--- src/rtl/sec_irq_pkg.sv ---
// Shared register offsets for the secondary interrupt cascade controller.
// Assumes a 3-bit word offset on the register port.
package sec_irq_pkg;
    typedef enum logic [2:0] {
        OFS_ENA     = 3'd0,
        OFS_ENA_SET = 3'd1,
        OFS_ENA_CLR = 3'd2,
        OFS_MODE    = 3'd3,
        OFS_SENSE   = 3'd4,
        OFS_ACK     = 3'd5,
        OFS_VIEW    = 3'd6,
        OFS_WAKE    = 3'd7
    } sec_irq_ofs_e;
endpackage

--- src/rtl/sec_irq_sync.sv ---
// Two-stage synchroniser, one per interrupt line.
// Assumes inputs are asynchronous single-bit levels; adds two cycles of latency.
module sec_irq_sync #(
    parameter int NUM_LINES = 32
) (
    input  logic                 clk,
    input  logic                 rst_n,
    input  logic [NUM_LINES-1:0] async_i,
    output logic [NUM_LINES-1:0] sync_o
);
    generate
        for (genvar g = 0; g < NUM_LINES; g++) begin : g_line
            logic meta_q;
            logic stab_q;
            // Capture the raw line and then re-sample it into the stable stage.
            always_ff @(posedge clk) begin
                if (!rst_n) begin
                    meta_q <= 1'b0;
                    stab_q <= 1'b0;
                end else begin
                    meta_q <= async_i[g];
                    stab_q <= meta_q;
                end
            end
            assign sync_o[g] = stab_q;
        end
    endgenerate
endmodule

--- src/rtl/sec_irq_regs.sv ---
// Register file: enables (direct, set, clear), mode, sense, wake mask,
// acknowledge strobe and read mux. Assumes one access per cycle and
// NUM_LINES <= DATA_W; unused upper read bits return zero.
module sec_irq_regs
    import sec_irq_pkg::*;
#(
    parameter int NUM_LINES = 32,
    parameter int DATA_W    = 32
) (
    input  logic                 clk,
    input  logic                 rst_n,
    input  logic                 wr_i,
    input  logic [2:0]           addr_i,
    input  logic [DATA_W-1:0]    wdata_i,
    input  logic [NUM_LINES-1:0] view_i,
    output logic [NUM_LINES-1:0] ena_o,
    output logic [NUM_LINES-1:0] mode_o,
    output logic [NUM_LINES-1:0] sense_o,
    output logic [NUM_LINES-1:0] wake_o,
    output logic [NUM_LINES-1:0] ack_o,
    output logic [DATA_W-1:0]    rdata_o
);
    logic [NUM_LINES-1:0] wbits;
    logic [NUM_LINES-1:0] ena_q, mode_q, sense_q, wake_q;

    assign wbits = wdata_i[NUM_LINES-1:0];

    // Update the configuration registers from bus writes.
    always_ff @(posedge clk) begin
        if (!rst_n) begin
            ena_q   <= '0;
            mode_q  <= '0;
            sense_q <= '0;
            wake_q  <= '0;
        end else if (wr_i) begin
            case (addr_i)
                OFS_ENA:     ena_q   <= wbits;
                OFS_ENA_SET: ena_q   <= ena_q | wbits;
                OFS_ENA_CLR: ena_q   <= ena_q & ~wbits;
                OFS_MODE:    mode_q  <= wbits;
                OFS_SENSE:   sense_q <= wbits;
                OFS_WAKE:    wake_q  <= wbits;
                default:     ;
            endcase
        end
    end

    // Acknowledge is a single-cycle strobe towards the pending logic.
    always_comb begin
        ack_o = '0;
        if (wr_i && addr_i == OFS_ACK) ack_o = wbits;
    end

    // Read mux; the set and clear offsets both show the enable register.
    always_comb begin
        rdata_o = '0;
        case (addr_i)
            OFS_ENA, OFS_ENA_SET, OFS_ENA_CLR: rdata_o[NUM_LINES-1:0] = ena_q;
            OFS_MODE:  rdata_o[NUM_LINES-1:0] = mode_q;
            OFS_SENSE: rdata_o[NUM_LINES-1:0] = sense_q;
            OFS_VIEW:  rdata_o[NUM_LINES-1:0] = view_i;
            OFS_WAKE:  rdata_o[NUM_LINES-1:0] = wake_q;
            default:   rdata_o = '0;
        endcase
    end

    assign ena_o   = ena_q;
    assign mode_o  = mode_q;
    assign sense_o = sense_q;
    assign wake_o  = wake_q;


    ena_set_chk: assert property (@(posedge clk) disable iff (!rst_n)
        (wr_i && addr_i == OFS_ENA_SET) |=> ((ena_q & $past(wbits)) == $past(wbits)));

    ena_clr_chk: assert property (@(posedge clk) disable iff (!rst_n)
        (wr_i && addr_i == OFS_ENA_CLR) |=> ((ena_q & $past(wbits)) == '0));

    ena_keep_chk: assert property (@(posedge clk) disable iff (!rst_n)
        (wr_i && (addr_i == OFS_ENA_SET || addr_i == OFS_ENA_CLR))
        |=> ((ena_q & ~$past(wbits)) == ($past(ena_q) & ~$past(wbits))));
endmodule

--- src/rtl/sec_irq_pend.sv ---
// Pending logic: qualifies synchronised lines by sense, latches edges for
// edge-mode lines until acknowledged, passes level lines straight through.
// Assumes inputs are already synchronous; a new edge outranks an acknowledge.
module sec_irq_pend #(
    parameter int NUM_LINES = 32
) (
    input  logic                 clk,
    input  logic                 rst_n,
    input  logic [NUM_LINES-1:0] line_i,
    input  logic [NUM_LINES-1:0] mode_i,
    input  logic [NUM_LINES-1:0] sense_i,
    input  logic [NUM_LINES-1:0] ack_i,
    input  logic [NUM_LINES-1:0] ena_i,
    output logic [NUM_LINES-1:0] pend_o,
    output logic [NUM_LINES-1:0] view_o
);
    logic [NUM_LINES-1:0] qual, prev_q, edge_w, latch_q;

    assign qual   = line_i ^ sense_i;
    assign edge_w = qual & ~prev_q;

    // Remember the last qualified level for edge detection.
    always_ff @(posedge clk) begin
        if (!rst_n) prev_q <= '0;
        else        prev_q <= qual;
    end

    // Edge latch: set on a new edge, held until acknowledged, dropped in level mode.
    always_ff @(posedge clk) begin
        if (!rst_n) latch_q <= '0;
        else        latch_q <= mode_i & ((latch_q & ~ack_i) | edge_w);
    end

    assign pend_o = (mode_i & latch_q) | (~mode_i & qual);
    assign view_o = pend_o & ena_i;


    edge_hold_chk: assert property (@(posedge clk) disable iff (!rst_n)
        (|(latch_q & ~ack_i & mode_i & mode_i))
        |=> ((latch_q & $past(latch_q & ~ack_i & mode_i)) == $past(latch_q & ~ack_i & mode_i)));

    ack_collide_chk: assert property (@(posedge clk) disable iff (!rst_n)
        (|(edge_w & ack_i & mode_i)) |=> (|(latch_q & $past(edge_w & ack_i & mode_i))));

    ack_clear_chk: assert property (@(posedge clk) disable iff (!rst_n)
        (|(ack_i & ~edge_w & mode_i)) |=> ((latch_q & $past(ack_i & ~edge_w)) == '0));
endmodule

--- src/rtl/sec_irq_pick.sv ---
// Priority picker: index of the lowest set bit of the pending-enabled view.
// Assumes NUM_LINES >= 2; the index is zero when nothing is pending.
module sec_irq_pick #(
    parameter int NUM_LINES = 32,
    localparam int IDX_W    = $clog2(NUM_LINES)
) (
    input  logic                 clk,
    input  logic                 rst_n,
    input  logic [NUM_LINES-1:0] view_i,
    output logic [IDX_W-1:0]     idx_o,
    output logic                 valid_o
);
    // Scan from the top down so the lowest set bit is the last one written.
    always_comb begin
        idx_o = '0;
        for (int i = NUM_LINES - 1; i >= 0; i--) begin
            if (view_i[i]) idx_o = IDX_W'(i);
        end
    end

    assign valid_o = |view_i;


    pick_low_chk: assert property (@(posedge clk) disable iff (!rst_n)
        valid_o |-> (view_i[idx_o] &&
                     ((view_i & ((NUM_LINES'(1) << idx_o) - NUM_LINES'(1))) == '0)));

    pick_none_chk: assert property (@(posedge clk) disable iff (!rst_n)
        !valid_o |-> (view_i == '0));
endmodule

--- src/rtl/sec_irq_cascade.sv ---
// Top of the secondary interrupt cascade controller: synchronises lines,
// holds configuration, forms pending state, picks the lowest line and
// drives the cascade and low-power wake outputs. Assumes one clock domain
// for the register port and outputs.
module sec_irq_cascade #(
    parameter int NUM_LINES = 32,
    parameter int DATA_W    = 32,
    localparam int IDX_W    = $clog2(NUM_LINES)
) (
    input  logic                 clk,
    input  logic                 rst_n,
    input  logic [NUM_LINES-1:0] irq_lines,
    input  logic                 reg_wr,
    input  logic [2:0]           reg_addr,
    input  logic [DATA_W-1:0]    reg_wdata,
    output logic [DATA_W-1:0]    reg_rdata,
    input  logic                 low_power,
    output logic                 cascade_irq,
    output logic [IDX_W-1:0]     pick_idx,
    output logic                 pick_valid,
    output logic                 wake_req
);
    logic [NUM_LINES-1:0] synced, ena, mode, sense, wake_mask, ack, pend, view;

    sec_irq_sync #(.NUM_LINES(NUM_LINES)) sync_i (
        .clk(clk), .rst_n(rst_n), .async_i(irq_lines), .sync_o(synced)
    );

    sec_irq_regs #(.NUM_LINES(NUM_LINES), .DATA_W(DATA_W)) regs_i (
        .clk(clk), .rst_n(rst_n), .wr_i(reg_wr), .addr_i(reg_addr),
        .wdata_i(reg_wdata), .view_i(view), .ena_o(ena), .mode_o(mode),
        .sense_o(sense), .wake_o(wake_mask), .ack_o(ack), .rdata_o(reg_rdata)
    );

    sec_irq_pend #(.NUM_LINES(NUM_LINES)) pend_i (
        .clk(clk), .rst_n(rst_n), .line_i(synced), .mode_i(mode),
        .sense_i(sense), .ack_i(ack), .ena_i(ena), .pend_o(pend), .view_o(view)
    );

    sec_irq_pick #(.NUM_LINES(NUM_LINES)) pick_i (
        .clk(clk), .rst_n(rst_n), .view_i(view), .idx_o(pick_idx), .valid_o(pick_valid)
    );

    // Cascade request: any enabled pending line.
    assign cascade_irq = |view;
    // Wake request: wake-masked pending lines, only in low power.
    assign wake_req = low_power & (|(pend & wake_mask));
endmodule

--- config.mk ---
export PLATFORM = sky130hd
export DESIGN_NAME = sec_irq_cascade
export DESIGN_NICKNAME = d
export VERILOG_FILES = /design/src/rtl/sec_irq_pkg.sv /design/src/rtl/sec_irq_sync.sv /design/src/rtl/sec_irq_regs.sv /design/src/rtl/sec_irq_pend.sv /design/src/rtl/sec_irq_pick.sv /design/src/rtl/sec_irq_cascade.sv
export SDC_FILE = /design/constraint.sdc
export NUM_CORES = 1
export LEC_CHECK = 0
export ABC_AREA = 0
export BUFFER_PORTS_ARGS = -buffer_cell sky130_fd_sc_hd__buf_2
export CORE_UTILIZATION = 55
export DETAILED_ROUTE_END_ITERATION = 16
export PLACE_DENSITY = 0.75
export SLEW_MARGIN = 40
export SYNTH_ARGS = -nofsm -noshare
export SYNTH_HDL_FRONTEND = slang
export SYNTH_SLANG_ARGS = --single-unit
export TNS_END_PERCENT = 50
--- constraint.sdc ---
create_clock -name clk -period 2.55 [get_ports clk]
set_clock_uncertainty 0.2 [all_clocks]
set_input_delay 0.1275 -clock clk [delete_from_list [all_inputs] [get_ports clk]]
set_output_delay 0.1275 -clock clk [all_outputs]
set_load 0.02 [all_outputs]
# Yosys cells after proc, flatten, opt, wreduce, memory -nomap -nowiden
# Index checks and enable logic that the tools add are counted.
[word_totals]
regBits = 256
input_bits = 71
[classes]
n_eq_ne = 7
mux = 35
bitwise_logic = 17
reduce_logical = 10
[op_table]
columns = ["op", "count"]
rows = [
  ["$and 32x32->32", 8],
  ["$mux 5", 32],
  ["$pmux 32 s5", 1],
  ["$not 32->32", 4],
  ["$or 32x32->32", 3],
  ["$pmux 32 s3", 1],
  ["$reduce_or 32->1", 2],
  ["$mux 32", 1],
  ["$xor 32x32->32", 1],
  ["$eq 3x3->1 const B", 4],
  ["$reduce_and 2->1", 4],
  ["$eq 3x2->1 const B", 2],
  ["$eq 3x1->1 const B", 1],
  ["$logic_not 3->1", 1],
  ["$reduce_bool 3->1", 1],
  ["$reduce_or 3->1", 1],
  ["$and 1x1->1", 1],
  ["$logic_and 1x1->1", 1],
]

# Longest topological paths before layout
[logic_depth]
depth_word = 36
mapped_depth = 7
depth_no_buf = 6

# By module
# Synthesis repeated with hierarchy kept, for this count alone.
[hier_totals]
cells_unflattened = 1424
hier_area_um2 = 12284.3
[by_module_without_submodules]
columns = ["mod", "instances", "cells_per_inst", "area_per_inst_um2", "seq_area_each_um2"]
rows = [
  ["sec_irq_regs", 1, 766, 6279.8, 2562.5],
  ["sec_irq_pend", 1, 395, 3357.0, 1281.2],
  ["sec_irq_sync", 1, 166, 2031.9, 1281.2],
  ["sec_irq_pick", 1, 65, 385.4, 0.0],
  ["sec_irq_cascade", 1, 32, 230.2, 0.0],
]

# Worst setup path before layout
# OpenSTA, ideal clock, no wires.
[synth_path]
path_kind = "flip-flop to output port"
start = "reg regs_i.sense_q[5], in the netlist regs_i.sense_o[5]"
end = "out pick_idx[1]"
t_arrival_ns = 1.866
slack_ns = 0.356
path_stages_with_launch = 5
path_cell_list = "dfxtp_1 -> xor2_1 -> o211ai_1 -> nand4_2 -> o41ai_1"
[synth_between]
elab_chain_cells = 10
[synth_rtl]
columns = ["item", "line_no", "source"]
rows = [
  ["start: declaration", "sec_irq_regs.sv:24", "logic [NUM_LINES-1:0] ena_q, mode_q, sense_q, wake_q;"],
  ["start signal: assignment", "sec_irq_regs.sv:41", "OFS_SENSE: sense_q <= wbits;"],
  ["$xor 32x32->32", "sec_irq_pend.sv:19", "assign qual = line_i ^ sense_i;"],
  ["$and 32x32->32", "sec_irq_pend.sv:34", "assign pend_o = (mode_i & latch_q) | (~mode_i & qual);"],
  ["$or 32x32->32", "sec_irq_pend.sv:34", ""],
  ["$and 32x32->32", "sec_irq_pend.sv:35", "assign view_o = pend_o & ena_i;"],
  ["$mux 5 (6 in series)", "sec_irq_pick.sv:17", "if (view_i[i]) idx_o = IDX_W'(i);"],
  ["end: declaration", "sec_irq_cascade.sv:19", "output logic [IDX_W-1:0] pick_idx,"],
]
# Every way passes these cells.

# Worst setup path in the final report
[layout_path]
start = "reg regs_i.sense_q[31], in the netlist regs_i.sense_o[31]"
end = "out pick_idx[2]"
[layout_between]
elab_chain_cells = 36
[layout_rtl]
columns = ["item", "line_no"]
rows = [
  ["$xor 32x32->32", "sec_irq_pend.sv:19"],
  ["$and 32x32->32", "sec_irq_pend.sv:34"],
  ["$or 32x32->32", "sec_irq_pend.sv:34"],
  ["$and 32x32->32", "sec_irq_pend.sv:35"],
  ["$mux 5 (32 in series)", "sec_irq_pick.sv:17"],
]
# Every way passes these cells.

==> results.ini <==
[die]
die_x_um=145.2
initial_utilization_pct=55.95
die_area_um2=21090
die_h_um=145.2
ios=111
rows=52
core-area_um2=20170

[sta]
finalSetupViolations=8
max_freq_ghz=0.3569
final-max-slew-violation-count=0
rsz0062_at_grt=yes
max-slew-margin-rel_pct=62.92
finalHoldViolCount=0
worstMarginPinSlew_ns=0.5545
setup_slack_ns=-0.2518
period_needed_ns=2.802
fin_crit_sh_pct=109.9

[synthesis]
syn_inst=1321
synthArstFlopShare_pct=0
yosysMostFrequentCell=nand2_1
synth_seq_cells=256
ys_top_cells_by_area=dfxtp_1 45%, nand2_1 11%, a22oi_1 6.4%, and2_1 5.5%, o211ai_1 5.3%
yosysWarnings=0
avgSynthCellArea_um2=8.542
synthTopCellsByCount=339 x nand2_1, 256 x dfxtp_1, 100 x and2_1
synth_fp_nets=1392
ys_types=53
ys_seq_area_share_pct=45.42
synth_area_um2=11280
yosysTopAreaCellShare_pct=45.42
synth_edf_count=0
ys.flop_type=dfxtp_1
yosys.area.top_type=dfxtp_1

[worst_setup_path]
path_delay_family=compound AO/OA/AOI/OAI gates
ff2ff_setup_slack_ns=1.20
required_ns=2.22
critPathBufInv=1
worstPathMaxFanout=4
startpoint_type=flop
crit_slowest_cell=o211ai_1
criticalPathCategory=flop to output pin
r2r-end=regs_i.wake_o[8]
critPathArrivalTime_ns=2.47
critPathCaptureType=output pin
rr_startpoint=regs_i.wake_o[8]
rr_worst_depth=3
path_cells=xor2_2 -> o211ai_1 -> nand4_2 -> a311oi_2 -> nor4_2 -> o31a_1 -> buf_2
slowest_delay_ns=0.40

[clock_tree]
cts_tree=yes
cts_buffer_depth=3
clk_pin_slew_ns=0.06
cts_buffers=27
htreeDepth=1
cts.sink_count=256
clock_latency_ns=0.54
cts_root_buf=clkbuf_16

[job]
maxCapViolations=0

[pwr]
power_density_nw_per_um2=646.3
power.leakage_uw=0.005587
ir_drop_mv=0.4800

[placement]
place_hpwl_mm=20.18
portBuffers=110
gp_congestion=0.8959
placed_cell_area_um2=12220

[global_routing]
grt_pass1_wl_mm=53.12
grt_max_degree=71
grtUsageTotal_pct=31.78
grt_pass1_vias=9979
overflow=0
grt_antenna_before_repair=0

[final_layout]
finish.utilization_pct=71.12
area_growth_pct=27.11
diodes=0
final_area_um2=14340
fillerInstances=1526
drive_gt1_share_pct=19.41
fin_nets=1591

[min_path]
hold_depth=5
hold_path_class=primary input to flop
hold_start=reg_wr
whs_endpoint=regs_i.wake_o[2]

[status]
violations=negative setup slack
outcome=finished with violations

[drt]
drc=0
drt-total-wl_mm=34.09
drt_iter0_drc=856
wl_per_cell_um=18.88
vias_per_cell=5.788
ant_nets=0
num_vias=10450
drt_pass1_iterations=5

==> power breakdown <==
group	internal (µW)	switching [µW]	leakage [µW]
clock network	2540	1580	0.000453
registers	4120	86.5	0.00209
logic	414	529	0.00304
==> worst register-to-register path, stage by stage (launching register included) <==
cell           delay, ns
dfxtp_1             0.35
nand2_1             0.06
a21boi_1            0.13
dlygate4sd3_1       0.56
==> cells by family after synthesis <==
group | synth area share [%]
and+or+nand+nor | 25.37
DFF | 45.42
xor gates and xnor gates | 2.550
buffers and inverters | 3.249
AOI/OAI and AO/OA | 23.42
==> layer usage <==
layer | up-vias | GRT usage, % | part of all wire [%] | wire length [µm]
met4 | 0 | 15.11 | 4.3 | 1468
met1 | 4899 | 40.97 | 42 | 14260
met3 | 104 | 6.006 | 8.3 | 2831
met5 | - | 0 | 0 | 0
met2 | 519 | 51.27 | 46 | 15530
li1 | 4925 | - | - | -
==> flip-flops by register name, summed over array words and instances (netlist names) <==
name and count:
pend_i.latch_q 32, pend_i.prev_q 32, regs_i.ena_o 32, regs_i.mode_o 32, regs_i.sense_o 32, regs_i.wake_o 32, sync_i.g_line.meta_q 32, sync_i.g_line.stab_q 32
==> repair_timing <==
| item | CTS | global route |
|---|---|---|
| resized for setup | 42 | 14 |
| hold buffers | 70 | 0 |
| pin swaps | 28 | 16 |
| buffers inserted | 28 | 8 |
| endpoints found under the setup margin | 8 | 8 |
| endpoints found under the hold margin | 207 | 0 |
==> cell usage in the layout (no fill, tap or decap), types with 15 or more instances in the layout <==
cell             n
dfxtp_1        241
nor2b_1         20
dlygate4sd3_1   70
buf_2          105
nor2_1          52
and2_1         100
nand2b_1        40
xor2_1          15
xor2_2          16
nand2_1        336
a22oi_1         96
o211ai_1        80
a21oi_1         26
buf_4           67
clkbuf_16       27
a21boi_0        64
a21boi_1        33
==> through the flow <==
| step | setup TNS (ns) | std cells | total power [µW] | hold WS [ns] | setup slack (ns) |
|---|---|---|---|---|---|
| global placement | 0 | 1656 | 5065 | 0.1310 | 0.2692 |
| CTS | -1.230 | 1797 | 9251 | 0.02439 | -0.2210 |
| global route | -2.506 | 1805 | 9540 | 0.08437 | -0.3714 |
| floorplan | 0 | 1321 | 4757 | 0.05479 | 0.3564 |
| detailed placement | 0 | 1656 | 5078 | 0.1361 | 0.2301 |
| finish | -1.718 | 1805 | 9271 | 0.05040 | -0.2518 |
==> area by class of cell <==
class | count | area [µm²] | share of cell area [%]
sequential | 256 | 5146 | 35.88
clock inverter | 9 | 170.2 | 1.186
clock buffer | 35 | 745.7 | 5.199
inverter | 10 | 37.54 | 0.2617
multi-input combinational | 973 | 6012 | 41.91
timing repair buffer | 252 | 1894 | 13.21
tap | 270 | 337.8 | 2.355
==> worst max-delay path by stage <==
stage                       startpoint     endpoint  depth (start not counted)
floorplan            regs_i.sense_o[5]  pick_idx[1]                          4
global placement    regs_i.sense_o[25]  pick_idx[3]                          7
detailed placement  regs_i.sense_o[25]  pick_idx[2]                          7
CTS                  regs_i.sense_o[8]  pick_idx[4]                          7
global route        regs_i.sense_o[29]  pick_idx[2]                          7
finish              regs_i.sense_o[31]  pick_idx[2]                          7
Power figures use the tool's default switching activity.
